File: src/rtl/nfr_pkg.sv
package nfr_pkg;
    localparam int DQ_W        = 8;
    localparam int ADDR_W      = 28;
    localparam int TIM_W       = 4;
    localparam int ADDR_CYCLES = 5;

    localparam logic [DQ_W-1:0] CMD_PAGE_SETUP = 8'h00;
    localparam logic [DQ_W-1:0] CMD_PAGE_GO    = 8'h30;
    localparam logic [DQ_W-1:0] CMD_READ_ID    = 8'h90;

    typedef enum logic [1:0] {BUS_CMD, BUS_ADDR, BUS_READ} bus_kind_e;
    typedef enum logic [1:0] {PH_IDLE, PH_SETUP, PH_STROBE, PH_HOLD} phase_e;
    typedef enum logic [2:0] {
        SQ_IDLE, SQ_CMD1, SQ_ADDR, SQ_CMD2, SQ_BLANK, SQ_POLL, SQ_READ, SQ_DONE
    } seq_e;

    typedef struct packed {
        bus_kind_e       kind;
        logic [DQ_W-1:0] wbyte;
        logic            spare;
    } bus_req_t;

    typedef struct packed {
        logic [TIM_W-1:0] setup;
        logic [TIM_W-1:0] strobe;
        logic [TIM_W-1:0] hold;
    } timing_t;

    // Address byte i of a page read; the split follows the device's column/row layout.
    function automatic logic [DQ_W-1:0] addr_byte(input logic [ADDR_W-1:0] a, input logic [2:0] i);
        case (i)
            3'd0:    return a[7:0];
            3'd1:    return {5'b0, a[10:8]};
            3'd2:    return a[18:11];
            3'd3:    return a[26:19];
            default: return {7'b0, a[27]};
        endcase
    endfunction
endpackage

File: src/rtl/nfr_sync.sv
module nfr_sync #(
    parameter int STAGES = 2
) (
    input  logic clk,
    input  logic rst,
    input  logic d_i,
    output logic q_o
);
    logic [STAGES-1:0] sh;

    generate
        if (STAGES == 1) begin : g_one
            always_ff @(posedge clk) begin
                if (rst) sh <= '0;
                else     sh <= d_i;
            end
        end else begin : g_many
            always_ff @(posedge clk) begin
                if (rst) sh <= '0;
                else     sh <= {sh[STAGES-2:0], d_i};
            end
        end
    endgenerate

    assign q_o = sh[STAGES-1];
endmodule

File: src/rtl/nfr_bus_engine.sv
module nfr_bus_engine
    import nfr_pkg::*;
(
    input  logic            clk,
    input  logic            rst,
    input  logic            req_i,
    input  bus_req_t        req_d_i,
    input  timing_t         tim_i,
    input  logic [DQ_W-1:0] dq_i,
    output logic            idle_o,
    output logic            done_o,
    output logic            cle_o,
    output logic            ale_o,
    output logic            nwe_o,
    output logic            nre_o,
    output logic [DQ_W-1:0] dq_o,
    output logic            dq_oe_o,
    output logic            rd_valid_o,
    output logic [DQ_W-1:0] rd_data_o,
    output logic            rd_spare_o
);
    phase_e           phase;
    logic [TIM_W-1:0] cnt;
    logic [TIM_W-1:0] strobe_r;
    logic [TIM_W-1:0] hold_r;
    bus_req_t         cur;

    always_ff @(posedge clk) begin
        if (rst) begin
            phase      <= PH_IDLE;
            cnt        <= '0;
            strobe_r   <= '0;
            hold_r     <= '0;
            cur        <= '0;
            rd_valid_o <= 1'b0;
            rd_data_o  <= '0;
            rd_spare_o <= 1'b0;
        end else begin
            rd_valid_o <= 1'b0;
            case (phase)
                PH_IDLE: if (req_i) begin
                    cur      <= req_d_i;
                    strobe_r <= tim_i.strobe;
                    hold_r   <= tim_i.hold;
                    if (tim_i.setup != '0) begin
                        phase <= PH_SETUP;
                        cnt   <= tim_i.setup - 1'b1;
                    end else begin
                        phase <= PH_STROBE;
                        cnt   <= tim_i.strobe;
                    end
                end
                PH_SETUP: if (cnt == '0) begin
                    phase <= PH_STROBE;
                    cnt   <= strobe_r;
                end else begin
                    cnt <= cnt - 1'b1;
                end
                PH_STROBE: if (cnt == '0) begin
                    phase <= PH_HOLD;
                    cnt   <= hold_r;
                    if (cur.kind == BUS_READ) begin
                        rd_valid_o <= 1'b1;
                        rd_data_o  <= dq_i;
                        rd_spare_o <= cur.spare;
                    end
                end else begin
                    cnt <= cnt - 1'b1;
                end
                default: if (cnt == '0) phase <= PH_IDLE;
                         else           cnt   <= cnt - 1'b1;
            endcase
        end
    end

    logic active;
    assign active  = (phase != PH_IDLE);
    assign idle_o  = !active;
    assign done_o  = (phase == PH_HOLD) && (cnt == '0);
    assign cle_o   = active && (cur.kind == BUS_CMD);
    assign ale_o   = active && (cur.kind == BUS_ADDR);
    assign nwe_o   = !((phase == PH_STROBE) && (cur.kind != BUS_READ));
    assign nre_o   = !((phase == PH_STROBE) && (cur.kind == BUS_READ));
    assign dq_oe_o = active && (cur.kind != BUS_READ);
    assign dq_o    = cur.wbyte;

    a_r10_strobe_excl: assert property (@(posedge clk) disable iff (rst)
        !(!nwe_o && !nre_o));
    a_r10_latch_excl: assert property (@(posedge clk) disable iff (rst)
        !(cle_o && ale_o));
    a_r10_no_drive_on_read: assert property (@(posedge clk) disable iff (rst)
        !nre_o |-> !dq_oe_o);
    a_r7_valid_after_read: assert property (@(posedge clk) disable iff (rst)
        rd_valid_o |-> ($past(phase) == PH_STROBE && $past(cur.kind) == BUS_READ));
    a_r3_hold_after_strobe: assert property (@(posedge clk) disable iff (rst)
        (phase == PH_HOLD && $past(phase) != PH_HOLD) |-> $past(phase) == PH_STROBE);
endmodule

File: src/rtl/nfr_seq.sv
module nfr_seq
    import nfr_pkg::*;
#(
    parameter int PAGE_BYTES  = 2048,
    parameter int SPARE_BYTES = 64,
    parameter int ID_BYTES    = 5,
    parameter int BLANK_CYC   = 4,
    parameter int TMO_W       = 16
) (
    input  logic              clk,
    input  logic              rst,
    input  logic              start_i,
    input  logic              en_i,
    input  logic              ce_off_i,
    input  logic              op_id_i,
    input  logic [ADDR_W-1:0] addr_i,
    input  logic [TMO_W-1:0]  limit_i,
    input  logic              rb_s_i,
    input  logic              eng_idle_i,
    input  logic              eng_done_i,
    output logic              req_o,
    output bus_req_t          req_d_o,
    output logic              busy_o,
    output logic              done_o,
    output logic              err_o
);
    localparam int TOTAL_BYTES = PAGE_BYTES + SPARE_BYTES;
    localparam int CNT_W       = $clog2(TOTAL_BYTES);
    localparam logic [CNT_W-1:0] LAST_PAGE  = CNT_W'(TOTAL_BYTES - 1);
    localparam logic [CNT_W-1:0] LAST_ID    = CNT_W'(ID_BYTES - 1);
    localparam logic [CNT_W-1:0] LAST_ADDR  = CNT_W'(ADDR_CYCLES - 1);
    localparam logic [CNT_W-1:0] SPARE_BASE = CNT_W'(PAGE_BYTES);
    localparam logic [TMO_W-1:0] BLANK_END  = TMO_W'(BLANK_CYC - 1);

    seq_e              state;
    logic              is_id;
    logic [ADDR_W-1:0] addr_r;
    logic [CNT_W-1:0]  idx;
    logic [TMO_W-1:0]  wcnt;
    logic              err_r;

    always_ff @(posedge clk) begin
        if (rst) begin
            state  <= SQ_IDLE;
            is_id  <= 1'b0;
            addr_r <= '0;
            idx    <= '0;
            wcnt   <= '0;
            err_r  <= 1'b0;
        end else begin
            case (state)
                SQ_IDLE: if (start_i && en_i && !ce_off_i) begin
                    state  <= SQ_CMD1;
                    is_id  <= op_id_i;
                    addr_r <= addr_i;
                    idx    <= '0;
                    err_r  <= 1'b0;
                end
                SQ_CMD1: if (eng_done_i) begin
                    state <= SQ_ADDR;
                    idx   <= '0;
                end
                SQ_ADDR: if (eng_done_i) begin
                    if (is_id) begin
                        state <= SQ_READ;
                        idx   <= '0;
                    end else if (idx == LAST_ADDR) begin
                        state <= SQ_CMD2;
                    end else begin
                        idx <= idx + 1'b1;
                    end
                end
                SQ_CMD2: if (eng_done_i) begin
                    state <= SQ_BLANK;
                    wcnt  <= '0;
                end
                SQ_BLANK: if (wcnt == BLANK_END) begin
                    state <= SQ_POLL;
                    wcnt  <= '0;
                end else begin
                    wcnt <= wcnt + 1'b1;
                end
                SQ_POLL: if (rb_s_i) begin
                    state <= SQ_READ;
                    idx   <= '0;
                end else if (wcnt == limit_i) begin
                    state <= SQ_DONE;
                    err_r <= 1'b1;
                end else begin
                    wcnt <= wcnt + 1'b1;
                end
                SQ_READ: if (eng_done_i) begin
                    if (idx == (is_id ? LAST_ID : LAST_PAGE)) state <= SQ_DONE;
                    else                                      idx   <= idx + 1'b1;
                end
                default: state <= SQ_IDLE;
            endcase
        end
    end

    always_comb begin
        req_d_o = '{kind: BUS_CMD, wbyte: '0, spare: 1'b0};
        case (state)
            SQ_CMD1: req_d_o.wbyte = is_id ? CMD_READ_ID : CMD_PAGE_SETUP;
            SQ_ADDR: begin
                req_d_o.kind  = BUS_ADDR;
                req_d_o.wbyte = is_id ? '0 : addr_byte(addr_r, idx[2:0]);
            end
            SQ_CMD2: req_d_o.wbyte = CMD_PAGE_GO;
            SQ_READ: begin
                req_d_o.kind  = BUS_READ;
                req_d_o.spare = !is_id && (idx >= SPARE_BASE);
            end
            default: ;
        endcase
    end

    assign req_o  = eng_idle_i && (state == SQ_CMD1 || state == SQ_ADDR ||
                                   state == SQ_CMD2 || state == SQ_READ);
    assign busy_o = (state != SQ_IDLE);
    assign done_o = (state == SQ_DONE);
    assign err_o  = err_r && (state == SQ_DONE);

    a_r9_done_single: assert property (@(posedge clk) disable iff (rst)
        done_o |=> !done_o);
    a_r6_err_with_done: assert property (@(posedge clk) disable iff (rst)
        err_o |-> done_o);
    a_r5_poll_after_blank: assert property (@(posedge clk) disable iff (rst)
        (state == SQ_POLL && $past(state) != SQ_POLL) |-> $past(state) == SQ_BLANK);
    a_r8_id_skips_wait: assert property (@(posedge clk) disable iff (rst)
        is_id |-> (state != SQ_CMD2 && state != SQ_POLL && state != SQ_BLANK));
endmodule

File: src/rtl/nfr_page_reader.sv
module nfr_page_reader
    import nfr_pkg::*;
#(
    parameter int PAGE_BYTES  = 2048,
    parameter int SPARE_BYTES = 64,
    parameter int ID_BYTES    = 5,
    parameter int BLANK_CYC   = 4,
    parameter int SYNC_STAGES = 2,
    parameter int TMO_W       = 16
) (
    input  logic              clk,
    input  logic              rst,
    input  logic              en_i,
    input  logic              ce_off_i,
    input  logic              start_i,
    input  logic              op_id_i,
    input  logic [ADDR_W-1:0] page_addr_i,
    input  logic [TIM_W-1:0]  tacls_i,
    input  logic [TIM_W-1:0]  twrph0_i,
    input  logic [TIM_W-1:0]  twrph1_i,
    input  logic [TMO_W-1:0]  busy_limit_i,
    output logic              busy_o,
    output logic              done_o,
    output logic              err_o,
    output logic              nf_cle_o,
    output logic              nf_ale_o,
    output logic              nf_nce_o,
    output logic              nf_nwe_o,
    output logic              nf_nre_o,
    output logic [DQ_W-1:0]   nf_dq_o,
    output logic              nf_dq_oe_o,
    input  logic [DQ_W-1:0]   nf_dq_i,
    input  logic              nf_rb_i,
    output logic              rd_valid_o,
    output logic [DQ_W-1:0]   rd_data_o,
    output logic              rd_spare_o
);
    logic     rb_s;
    logic     eng_idle;
    logic     eng_done;
    logic     req;
    bus_req_t req_d;
    timing_t  tim;

    assign tim      = '{setup: tacls_i, strobe: twrph0_i, hold: twrph1_i};
    assign nf_nce_o = ce_off_i;

    nfr_sync #(.STAGES(SYNC_STAGES)) u_rb_sync (
        .clk (clk),
        .rst (rst),
        .d_i (nf_rb_i),
        .q_o (rb_s)
    );

    nfr_seq #(
        .PAGE_BYTES  (PAGE_BYTES),
        .SPARE_BYTES (SPARE_BYTES),
        .ID_BYTES    (ID_BYTES),
        .BLANK_CYC   (BLANK_CYC),
        .TMO_W       (TMO_W)
    ) u_seq (
        .clk        (clk),
        .rst        (rst),
        .start_i    (start_i),
        .en_i       (en_i),
        .ce_off_i   (ce_off_i),
        .op_id_i    (op_id_i),
        .addr_i     (page_addr_i),
        .limit_i    (busy_limit_i),
        .rb_s_i     (rb_s),
        .eng_idle_i (eng_idle),
        .eng_done_i (eng_done),
        .req_o      (req),
        .req_d_o    (req_d),
        .busy_o     (busy_o),
        .done_o     (done_o),
        .err_o      (err_o)
    );

    nfr_bus_engine u_engine (
        .clk        (clk),
        .rst        (rst),
        .req_i      (req),
        .req_d_i    (req_d),
        .tim_i      (tim),
        .dq_i       (nf_dq_i),
        .idle_o     (eng_idle),
        .done_o     (eng_done),
        .cle_o      (nf_cle_o),
        .ale_o      (nf_ale_o),
        .nwe_o      (nf_nwe_o),
        .nre_o      (nf_nre_o),
        .dq_o       (nf_dq_o),
        .dq_oe_o    (nf_dq_oe_o),
        .rd_valid_o (rd_valid_o),
        .rd_data_o  (rd_data_o),
        .rd_spare_o (rd_spare_o)
    );

    a_r2_refuse_when_off: assert property (@(posedge clk) disable iff (rst)
        (!busy_o && !(en_i && !ce_off_i)) |=> !busy_o);
endmodule

File: config.mk
export PLATFORM = sky130hd
export DESIGN_NAME = nfr_page_reader
export DESIGN_NICKNAME = d
export VERILOG_FILES = /design/src/rtl/nfr_pkg.sv /design/src/rtl/nfr_sync.sv /design/src/rtl/nfr_bus_engine.sv /design/src/rtl/nfr_seq.sv /design/src/rtl/nfr_page_reader.sv
export SDC_FILE = /design/constraint.sdc
export NUM_CORES = 1
export LEC_CHECK = 0
export BUFFER_PORTS_ARGS = -buffer_cell sky130_fd_sc_hd__buf_2
export CAP_MARGIN = 20
export CELL_PAD_IN_SITES_DETAIL_PLACEMENT = 1
export CELL_PAD_IN_SITES_GLOBAL_PLACEMENT = 1
export CORE_UTILIZATION = 44
export CTS_BUF_LIST = sky130_fd_sc_hd__clkbuf_8 sky130_fd_sc_hd__clkbuf_16
export DETAILED_ROUTE_END_ITERATION = 10
export PLACE_DENSITY_LB_ADDON = 0.15
export SETUP_SLACK_MARGIN = 0.4
export SLEW_MARGIN = 40
export SYNTH_ARGS = -nofsm -noshare
export SYNTH_HDL_FRONTEND = slang
export SYNTH_HIERARCHICAL = 1
export SYNTH_SLANG_ARGS = --single-unit
export TNS_END_PERCENT = 5
File: constraint.sdc
create_clock -name clk -period 6.4 [get_ports clk]
set_input_delay 1.92 -clock clk [delete_from_list [all_inputs] [get_ports clk]]
set_output_delay 1.92 -clock clk [all_outputs]
set_load 0.02 [all_outputs]
==> reports/qor.csv, run 1 <==
stage;metric;value;unit
timing;rsz_0062_raised_after_global_routing;no;
power;worst_ir_drop_vdd;0.157;mV
cells_and_area;diodes;0;
setup_path;cp_top_family;buffers and inverters;
setup_path;slowest_stage;buf_2;
power;cell_internal_pwr;1.13;mW
synth;synth-seq-area-share;37.6;%
timing;slew_viols_final;0;
cells_and_area;final_util;51.9;%
power;netSwitchingFraction;37.5;%
global_route;top_usage_layer;met2;
timing;worst_pin_slew;0.779;ns
synth;yosys_warnings;6;
timing;timing.setup.tns;0;ns
setup_path;crit_path_max_cell_delay;0.15;ns
setup_path;cp-start-kind;input port;
route;detailedRoute.firstPassIterationCount;4;
floorplanning;die-width;111;um
cts;clock_latency;0.35;ns
cts;cts.clk_slew.worst_paths;0.07;ns
floorplanning;placement_rows;39;
timing;final-setup-viol-count;0;
setup_path;worst_ep_required_time;4.48;ns
cts;cts_num_sinks;98;
floorplanning;floorplan.die.height;111;um
placement;routabilityCongestion;0.836;
timing;maximum_clock_frequency;0.244;GHz
timing;slew-limit-headroom;48.0;%
synth;synthesis.nets;750;
synth;ys_async_sr_fraction;0;%
global_route;first_global_vias;5214;
global_route;met3_track_usage_gr;4.81;%
cts;htree_num_levels;3;
global_route;gr-usage-all-layers;25.4;%
power;total_leakage_power;2.18;nW
placement;io_buffers;97;
power;pwr_dens;303;mW/mm^2
floorplanning;floorplan.io_pins;98;
synth;syn-mean-instance-area;7.87;um^2
setup_path;cp.buffers_inverters;2;
route;wl_per_cell;17.2;um
setup_path;worst_ep_arrival_time;2.17;ns
cells_and_area;syn_to_final_growth;14.2;%
global_route;globalRouteMet1Util;31.1;%
power;switching_power;0.676;mW
route;initialDrtViolationCount;255;
timing;post-route-period-util;64.0;%
global_route;initial_antenna_violation_count;0;
setup_path;timing.critical_path.cells;buf_2 > buf_2;
timing;clock-skew-final;0.0133;ns
cells_and_area;final_nets;814;
power;share_clk_of_total_power;29.2;%
job;cap_violations;0;
timing;period_needed;4.09;ns
setup_path;cpMostUsedCell;buf_2;
global_route;grt_first_pass_wirelength;25.3;mm
cts;buffer_depth_of_the_longest_clock_path;2;
cts;tritoncts;built;
power;combPwrFrac;31.7;%
cts;cts_post_setup_buffers_inserted;0;
hold_path;worst_hold_path_class;flip-flop to flip-flop;
floorplanning;fp.dieArea;0.0123;mm^2
route;drtAntennaViolNets;0;
cells_and_area;number_of_fill_cells_in_the_layout;1463;
route;postRouteWirelength;15.1;mm
synth;synth_cell_type_count;65;
global_route;grt_start_max_net_pins;97;
placement;dpl.hpwl;10.9;mm
cts;clock-root-buffer;clkbuf_16;
route;detail_route.drc_violations;0;
power;power.share.sequential;39.2;%
status;status;completed;
setup_path;largest_fanout_of_any_net_on_the_critical_path;2;
route;route.vias.total;5049;
timing;finalHoldViolCount;0;
synth;synth_register_bits;98;
synth;synth.cell_area;0.00522;mm^2
floorplanning;initial_utilization;45.5;%
synth;synth_cells;663;
setup_path;cp-end-kind;output port;
cts;cts-buffers-inserted;9;
route;drt-vias-per-instance;5.77;
cts;ctsHoldBuffers;0;
cells_and_area;drive_gt1_share;17.3;%
global_route;grt_overflow;0;
floorplanning;core_area;0.0115;mm^2
cts;cts_repair_resize_count;0;
synth;number_of_flops_mapped_to_enable_cells_by_yosys;0;
global_route;grt_use_met2;44.5;%
setup_path;path_class;input port to output port;
synth;synth-main-ff-cell;dfxtp_1;
==> per-layer routing <==
layer	share of wire, %	vias up
li1	-	2483
met3	4.2	20
met4	1.5	0
met5	0	-
met2	51	112
met1	43	2434
==> sequential cells by signal (all words and copies together), names as in the netlist, 3 cells and up <==
signal	count
u_seq/addr_r	28
u_engine/rd_data_o	8
u_engine/dq_o	8
u_engine/strobe_r	4
u_engine/cur	3
u_engine/cnt	4
u_seq/wcnt	16
u_seq/state	3
u_engine/hold_r	4
u_seq/idx	12
==> worst paths after layout <==
kind	slack [ns]	from	cells past startpoint	to
hold reg to reg	0.45	u_engine/dq_o[6]	2	u_engine/dq_o[6]
hold / removal	0.45	u_engine/dq_o[6]	2	u_engine/dq_o[6]
setup reg to reg	2.98	u_engine/cnt[0]	10	u_seq/idx[5]
setup / recovery	2.31	ce_off_i	2	nf_nce_o
==> through the flow <==
stage               instance area [um^2]  power [mW]  std cells  hold slack [ns]  worst slack [ns]
floorplan                           5220        1.14        663            0.414              2.43
global placement                    5660        1.25        859            0.437              2.31
detailed placement                  5670        1.29        859            0.446              2.30
finish                              5960        1.80        875            0.453              2.31
global route                        5960        1.92        875            0.479              2.30
CTS                                 5960        1.82        875            0.456              2.30
==> placed cells by master (no fill, tap or decap), types with 3 or more instances in the layout <==
cell,Yosys,final
nand2_1,123,123
dfxtp_1,98,98
buf_2,3,97
a21oi_1,87,87
nor2_1,32,31
o21ai_0,31,31
inv_1,25,26
nand3_1,20,20
xnor2_1,18,18
ha_1,16,16
nor3_1,12,12
nand4_1,10,10
or4_1,10,10
clkbuf_16,0,9
or3_1,9,9
mux2i_1,9,9
nor2b_1,8,8
nand2b_1,7,7
a222oi_1,6,6
nand3b_1,6,6
a22oi_1,6,6
and3_1,6,6
o31ai_1,5,5
a31oi_1,5,5
inv_6,0,4
and2_1,4,4
a21o_1,4,4
a221oi_1,4,4
o41ai_1,4,4
o211ai_1,3,3
nand4b_1,3,3
or4b_1,3,3
nor4_1,3,3
o32ai_1,3,3
==> synth_stat cells, types with 5 or more instances <==
library cell	count	area share, %
xnor2_1	18	3.0
a31oi_1	5	0.60
inv_1	25	1.8
a21oi_1	87	8.3
nand3b_1	6	0.86
mux2i_1	9	1.7
nand3_1	20	1.9
a22oi_1	6	0.86
or4_1	10	1.4
dfxtp_1	98	38
nand2_1	123	8.8
nand2b_1	7	0.84
ha_1	16	3.8
and3_1	6	0.72
o31ai_1	5	0.72
nand4_1	10	1.2
nor3_1	12	1.2
clkbuf_1	29	2.1
nor2_1	32	2.3
a222oi_1	6	1.2
or3_1	9	1.1
o21ai_0	31	3.0
nor2b_1	8	0.96
buf_4	10	1.4
==> power by group through the flow <==
| stage | combinational, mW | sequential [mW] | clock (mW) |
|---|---|---|---|
| 6_report | 0.570 | 0.706 | 0.526 |
| 5_1_grt | 0.637 | 0.713 | 0.568 |
| 4_1_cts | 0.573 | 0.705 | 0.544 |
| 3_5_place_dp | 0.567 | 0.719 | 0 |
| 3_3_place_gp | 0.540 | 0.715 | 0 |
| 2_1_floorplan | 0.443 | 0.697 | 0 |
==> cell type report <==
class | instances | area (um^2) | share of cell area (%)
clock buffers | 10 | 239 | 4.01
clock inverters | 6 | 46.3 | 0.777
inverters | 25 | 93.8 | 1.58
multi-input cells | 494 | 2930 | 49.2
flip-flops and latches | 98 | 1960 | 32.9
well taps | 143 | 179 | 3.00
repair buffers | 99 | 504 | 8.46
==> cells by family (layout without fill, tap and decap cells) <==
| logic type | after synthesis | after routing | share of synthesized area [%] |
|---|---|---|---|
| XOR/XNOR | 18 | 18 | 3.02 |
| AO/OA/AOI/OAI | 177 | 177 | 21.1 |
| flip-flops | 98 | 98 | 37.6 |
| multiplexers | 9 | 9 | 1.73 |
| buffers and inverters | 71 | 140 | 6.33 |
| adder cells (fa/ha/maj) | 16 | 16 | 3.84 |
| AND/OR/NAND/NOR | 274 | 274 | 26.4 |
No activity file was read; power rests on OpenSTA's default activity.
==> run 2, diff against run 1 <==
--- a/config.mk
+++ b/config.mk
@@ -9,7 +9,7 @@
 export CAP_MARGIN = 20
 export CELL_PAD_IN_SITES_DETAIL_PLACEMENT = 1
 export CELL_PAD_IN_SITES_GLOBAL_PLACEMENT = 1
-export CORE_UTILIZATION = 44
+export CORE_UTILIZATION = 37
 export CTS_BUF_LIST = sky130_fd_sc_hd__clkbuf_8 sky130_fd_sc_hd__clkbuf_16
 export DETAILED_ROUTE_END_ITERATION = 10
 export PLACE_DENSITY_LB_ADDON = 0.15
==> constraint.sdc (replaced) <==
create_clock -name clk -period 3.7 [get_ports clk]
set_input_delay 1.11 -clock clk [delete_from_list [all_inputs] [get_ports clk]]
set_output_delay 1.11 -clock clk [all_outputs]
set_load 0.02 [all_outputs]
==> run 2 against run 1 <==
Against the previous run:
- final cell count rose by 4.7%
- critical path depth up 9
- worst hold slack about the same
- power increased by 79%
- clock skew down 0.0067 ns
- non-clock buffer count is 4 higher
- final area increased by 1.7%
- setup slack worse by 1.5 ns
- clock power increased by 94%
- critical endpoint is now u_seq/idx[7]
- largest cell class unchanged
- largest power group unchanged
==> reports/qor.csv, run 2 (synthesis gave the netlist of run 1 again) <==
stage;metric;value;unit;change
status;status;completed;;
timing;clock-skew-final;0.00657;ns;-0.00674 ns
placement;dpl.hpwl;11.3;mm;+3.6%
timing;setup_ws;0.783;ns;-1.52 ns
cts;clock_latency;0.36;ns;about the same
floorplanning;die-width;121;um;+8.9%
setup_path;path_class;flip-flop to flip-flop;;
floorplanning;fp.dieArea;0.0146;mm^2;+19%
cts;tritoncts;built;;
cts;cts_post_setup_buffers_inserted;0;;unchanged
cts;clock-root-buffer;clkbuf_16;;
setup_path;reg2reg_to;u_seq/idx[7];;
timing;final-setup-viol-count;0;;unchanged
hold_path;min_delay_worst_endpoint;u_engine/dq_o[6];;
route;wl_per_cell;16.6;um;-3.9%
timing;period_needed;2.92;ns;
setup_path;r2r_setup_slack;0.78;ns;-2.20 ns
route;drt-vias-per-instance;5.46;;-5.3%
placement;routabilityCongestion;0.823;;-1.5%
cts;cts.clk_slew.worst_paths;0.07;ns;about the same
hold_path;hold_path.startpoint;u_engine/dq_o[6];;
setup_path;slowest_stage;or4_1;;
cells_and_area;syn_to_final_growth;16.1;%;
cells_and_area;drive_gt1_share;17.8;%;+0.45 points
cells_and_area;final_common_cell;nand2_1;;
timing;hold_slack;0.453;ns;-0.0000930 ns
timing;slew-limit-headroom;49.8;%;+1.7 points
route;detailedRoute.firstPassIterationCount;4;;unchanged
setup_path;cp-start-kind;flip-flop;;
cts;cts_num_sinks;98;;unchanged
cts;htree_num_levels;3;;unchanged
cts;cts-buffers-inserted;9;;unchanged
route;postRouteWirelength;15.2;mm;+0.58%
setup_path;worst_ep_arrival_time;3.21;ns;+1.04 ns
floorplanning;floorplan.io_pins;98;;unchanged
setup_path;cpMostUsedCell;inv_1;;
global_route;initial_antenna_violation_count;0;;unchanged
power;pwr_dens;532;mW/mm^2;+76%
cts;buffer_depth_of_the_longest_clock_path;2;;unchanged
setup_path;critical_path_cell_count;11;;+9
cells_and_area;top_regs;u_seq/addr_r: 28 flops, u_seq/wcnt: 16 flops, u_seq/idx: 12 flops;;
floorplanning;initial_utilization;37.7;%;-7.8 points
setup_path;cp.buffers_inverters;3;;+1
cells_and_area;area_occupied_by_multi_input_gates;0.00293;mm^2;-0.17%
setup_path;largest_fanout_of_any_net_on_the_critical_path;24;;+22
global_route;first_global_vias;5064;;-2.9%
timing;slew_viols_final;0;;unchanged
route;detail_route.drc_violations;0;;unchanged
global_route;grt_first_pass_wirelength;25.4;mm;+0.38%
setup_path;critical_path.reg2reg.startpoint;u_engine/cnt[0];;
cells_and_area;number_of_fill_cells_in_the_layout;1717;;+17%
placement;pre_cts_slack;0.737;ns;-1.57 ns
placement;dpl-instance-area;0.00574;mm^2;+1.2%
placement;io_buffers;97;;unchanged
cells_and_area;final_cell_mix;nand2_1, dfxtp_1, buf_2;;
power;total_leakage_power;2.21;nW;+1.6%
cts;ctsHoldBuffers;0;;unchanged
timing;timing.setup.tns;0;ns;unchanged
global_route;grt_start_max_net_pins;39;;-60%
floorplanning;floorplan.die.height;121;um;+8.9%
job;cap_violations;0;;unchanged
setup_path;r2r.worst_path.cells;11;;+1
timing;finalHoldViolCount;0;;unchanged
global_route;grt_overflow;0;;unchanged
floorplanning;core_area;0.0138;mm^2;+21%
power;worst_ir_drop_vdd;0.281;mV;+79%
timing;rsz_0062_raised_after_global_routing;no;;
cells_and_area;sequential_cell_area;0.00196;mm^2;unchanged
cells_and_area;diodes;0;;unchanged
global_route;gr-usage-all-layers;22.0;%;-3.4 points
route;initialDrtViolationCount;274;;+7.5%
timing;worst_pin_slew;0.753;ns;-0.0259 ns
setup_path;crit_path_max_cell_delay;0.54;ns;+0.39 ns
route;route.vias.total;5003;;-0.91%
power;power.total;3.22;mW;+79%
floorplanning;placement_rows;43;;+10%
setup_path;timing.critical_path.cells;inv_1 > ha_1 > nor3b_1 > buf_4 > and2_1 > inv_1 > a221oi_1 > a31oi_1 > or3_4 > or4_1 > a21oi_1;;
setup_path;worst_ep_required_time;3.99;ns;-0.49 ns
cells_and_area;largest_register_ff_count;28;;unchanged
cells_and_area;top_reg_by_flops;u_seq/addr_r;;
hold_path;worst_hold_path_class;flip-flop to flip-flop;;
cts;cts_repair_resize_count;0;;unchanged
setup_path;cp-end-kind;flip-flop;;
timing;maximum_clock_frequency;0.343;GHz;
cells_and_area;final_nets;818;;+0.49%
route;drtAntennaViolNets;0;;unchanged
cells_and_area;fin_area;0.00606;mm^2;+1.7%
setup_path;cp_top_family;simple AND/OR/NAND/NOR gates;;
timing;post-route-period-util;78.8;%;
hold_path;timing.hold.worst_path_depth;2;;unchanged
==> run 2: area by class of cell <==
class                      instances  share of cell area [%]
tap                              180                    3.72
clock inverter                     7                    1.55
clock buffer                       9                    3.72
inverter                          25                    1.55
sequential                        98                    32.4
multi-input combinational        494                    48.3
timing repair buffer             103                    8.76
==> run 2: worst reg2reg max path, stage by stage, from the launching register on <==
cell and delay (ns):
dfxtp_1 0.35, inv_1 0.08, ha_1 0.22, nor3b_1 0.20, buf_4 0.17, and2_1 0.16
inv_1 0.09, a221oi_1 0.27, a31oi_1 0.09, or3_4 0.51, or4_1 0.55, a21oi_1 0.16
==> run 2: metrics by stage <==
| step | cells | util (%) |
|---|---|---|
| floorplan | 663 | - |
| global placement | 900 | 41.5 |
| detailed placement | 900 | 41.5 |
| CTS | 916 | 43.8 |
| global route | 916 | 43.8 |
| finish | 916 | 43.8 |
==> run 2: where the power goes <==
part           total (mW)  leakage, nW  internal [mW]  switching, mW
logic               0.983         1.26          0.338          0.645
registers            1.22        0.793           1.14         0.0852
clock network        1.02        0.157          0.592          0.424
==> run 2: routing by layer <==
layer  GRT usage (%)  vias up  share of wire (%)
met4            7.02        0                1.4
met5               0        -                  0
met2            37.1       78                 48
met3            3.96       15                3.7
met1            28.2     2425                 46
li1                -     2485                  -
==> run 2: worst max-delay path by stage <==
stage / startpoint / end / slack [ns]
2_1_floorplan: u_engine/cnt[0] / u_seq/idx[9] / 0.95
3_3_place_gp: busy_limit_i[1] / u_seq/wcnt[15] / 0.83
3_5_place_dp: busy_limit_i[0] / u_seq/wcnt[14] / 0.74
4_1_cts: u_engine/phase[1] / nf_ale_o / 0.77
5_1_grt: u_engine/cnt[0] / u_seq/idx[4] / 0.56
6_report: u_engine/cnt[0] / u_seq/idx[7] / 0.78
==> run 3, diff against run 2 <==
--- a/config.mk
+++ b/config.mk
@@ -9,7 +9,7 @@
 export CAP_MARGIN = 20
 export CELL_PAD_IN_SITES_DETAIL_PLACEMENT = 1
 export CELL_PAD_IN_SITES_GLOBAL_PLACEMENT = 1
-export CORE_UTILIZATION = 37
+export CORE_UTILIZATION = 41
 export CTS_BUF_LIST = sky130_fd_sc_hd__clkbuf_8 sky130_fd_sc_hd__clkbuf_16
 export DETAILED_ROUTE_END_ITERATION = 10
 export PLACE_DENSITY_LB_ADDON = 0.15
==> constraint.sdc (replaced) <==
create_clock -name clk -period 2.7 [get_ports clk]
set_input_delay 0.81 -clock clk [delete_from_list [all_inputs] [get_ports clk]]
set_output_delay 0.81 -clock clk [all_outputs]
set_load 0.02 [all_outputs]
==> run 3 against run 2 <==
Against the previous run:
- clock power up 38%
- register-to-register slack worse by 0.69 ns
- wire length up 3.7%
- worst hold slack better by 0.0012 ns
- sequential cell count unchanged
- global-route usage up 2.6 points
- critical path type unchanged
- largest power group unchanged
==> reports/qor.csv, run 3 (synthesis gave the netlist of run 1 again) <==
stage;metric;value;unit;change
setup_path;worst_ep_required_time;2.98;ns;-1.01 ns
floorplanning;die-width;115;um;-4.9%
job;cap_violations;0;;unchanged
cells_and_area;number_of_fill_cells_in_the_layout;1579;;-8.0%
route;drt-vias-per-instance;5.57;;+1.9%
timing;post-route-period-util;96.5;%;+18 points
global_route;first_global_vias;5190;;+2.5%
global_route;grt_first_pass_wirelength;25.4;mm;-0.22%
timing;period_needed;2.61;ns;-0.312 ns
floorplanning;floorplan.die.height;115;um;-4.9%
route;detail_route.wirelength.met1;6.96;mm;-1.4%
floorplanning;floorplan.io_pins;98;;unchanged
setup_path;worst_ep_arrival_time;2.88;ns;-0.33 ns
route;dr.max_layer_used;met4;;
cts;htree_num_levels;3;;unchanged
power;worst_ir_drop_vdd;0.369;mV;+32%
timing;hold_slack;0.454;ns;+0.00124 ns
global_route;gr-usage-all-layers;24.5;%;+2.6 points
route;route.vias.total;5127;;+2.5%
timing;final-setup-viol-count;0;;unchanged
timing;timing.setup.tns;0;ns;unchanged
cells_and_area;final_cell_mix;nand2_1, buf_2, dfxtp_1;;
placement;routabilityCongestion;0.814;;-1.1%
cts;ctsHoldBuffers;0;;unchanged
timing;clock-skew-final;0.00906;ns;+0.00249 ns
cells_and_area;final_nets;834;;+2.0%
placement;io_buffers;97;;unchanged
setup_path;cp-start-kind;flip-flop;;
timing;slew-limit-headroom;56.8;%;+7.0 points
route;wl_met3;579;um;+4.5%
cells_and_area;final_common_cell;nand2_1;;
cells_and_area;top_reg_by_flops;u_seq/addr_r;;
floorplanning;initial_utilization;42.7;%;+5.0 points
cells_and_area;syn_to_final_growth;20.8;%;
floorplanning;core_area;0.0122;mm^2;-12%
timing;slew_viols_final;0;;unchanged
setup_path;largest_fanout_of_any_net_on_the_critical_path;5;;-79%
timing;worst_pin_slew;0.646;ns;-0.107 ns
timing;maximum_clock_frequency;0.384;GHz;+12%
route;postRouteWirelength;15.7;mm;+3.7%
global_route;initial_antenna_violation_count;0;;unchanged
setup_path;cp-end-kind;flip-flop;;
cts;buffer_depth_of_the_longest_clock_path;2;;unchanged
timing;rsz_0062_raised_after_global_routing;yes;;
hold_path;worst_hold_path_class;flip-flop to flip-flop;;
route;detailedRoute.firstPassIterationCount;4;;unchanged
route;detail_route.drc_violations;0;;unchanged
placement;dpl.hpwl;10.9;mm;-3.5%
power;pwr_dens;751;mW/mm^2;+41%
route;initialDrtViolationCount;271;;-1.1%
global_route;grt_overflow;0;;unchanged
cells_and_area;drive_gt1_share;23.0;%;+5.2 points
route;drtAntennaViolNets;0;;unchanged
floorplanning;fp.dieArea;0.0132;mm^2;-9.6%
setup_path;path_class;flip-flop to flip-flop;;
cts;cts_num_sinks;98;;unchanged
global_route;grt_start_max_net_pins;96;;+150%
cts;tritoncts;built;;
cells_and_area;top_regs;u_seq/addr_r: 28 flops, u_seq/wcnt: 16 flops, u_seq/idx: 12 flops;;
floorplanning;placement_rows;40;;-7.0%
route;wl_per_cell;17.1;um;+3.1%
status;status;completed;;
cts;clock_latency;0.35;ns;about the same
cts;cts-buffers-inserted;9;;unchanged
cts;cts.clk_slew.worst_paths;0.07;ns;about the same
power;total_leakage_power;2.32;nW;+5.1%
timing;finalHoldViolCount;0;;unchanged
route;met2RoutedLength;8.07;mm;+9.7%
cells_and_area;largest_register_ff_count;28;;unchanged
cts;clock-root-buffer;clkbuf_16;;
## run 3: cell count changes in the layout (fill, tap and decap cells not counted), moves of 3 or more
cell	delta
a21oi_1	-6
inv_1	-4
a21oi_2	+6
dfxtp_1	-4
inv_6	+3
inv_2	+3
dfxtp_2	+3
buf_4	+12
## run 3: critical path: stages, from the launching register on
cell and delay [ns]:
dfxtp_2 0.34, inv_2 0.07, ha_4 0.15, nor3b_4 0.20, and2_4 0.19, inv_4 0.04, a221oi_2 0.28, a31oi_2 0.09
or3_4 0.39, buf_6 0.15, or4b_1 0.48, a21oi_1 0.16
## run 3: area by class of cell
cell class                      count  area, um^2  area share [%]
Multi-Input combinational cell    495        3040            48.2
Sequential cell                    98        1970            31.2
Timing Repair Buffer              118         663            10.5
Clock buffer                        9         225            3.57
Tap cell                          168         210            3.33
Clock inverter                      7        98.8            1.57
Inverter                           25        96.3            1.53
Antenna cell                        1        2.50          0.0397
## run 3: worst paths after layout
| path | start | endpoint | slack, ns | cells past startpoint |
|---|---|---|---|---|
| max | u_engine/cnt[1] | u_seq/idx[4] | 0.09 | 11 |
| min reg2reg | u_engine/dq_o[4] | u_engine/dq_o[4] | 0.45 | 2 |
| max reg2reg | u_engine/cnt[1] | u_seq/idx[4] | 0.09 | 11 |
| min | u_engine/dq_o[4] | u_engine/dq_o[4] | 0.45 | 2 |
## run 3: power by group
group	switching, mW	internal, mW
Clock	0.587	0.822
Combinational	1.01	0.632
Sequential	0.123	1.56
## run 3: what timing repair did
action,in CTS,in global routing
hold endpoints to repair,0,0
pin swaps,8,17
setup endpoints to repair,21,54
cloned,1,0
resized for setup,9,18
buffers inserted,6,3
## run 3: per-layer routing
metal,track usage (%),up-vias
met1,29.5,2491
met4,5.97,0
met3,5.85,14
met2,44.1,99
li1,-,2523
met5,0,-
## run 3: per-stage QoR
stage                     setup slack (ns)  util (%)  power [mW]  area [um^2]  std cells
after floorplan                      0.279         -        2.73         5250        663
after global placement               0.155      47.6        3.08         5820        894
after detailed placement            0.0349      47.6        3.14         5820        894
after CTS                           0.0972      50.9        4.69         6220        917
after global routing                0.0312      51.6        5.00         6300        920
final                               0.0948      51.6        4.73         6300        921
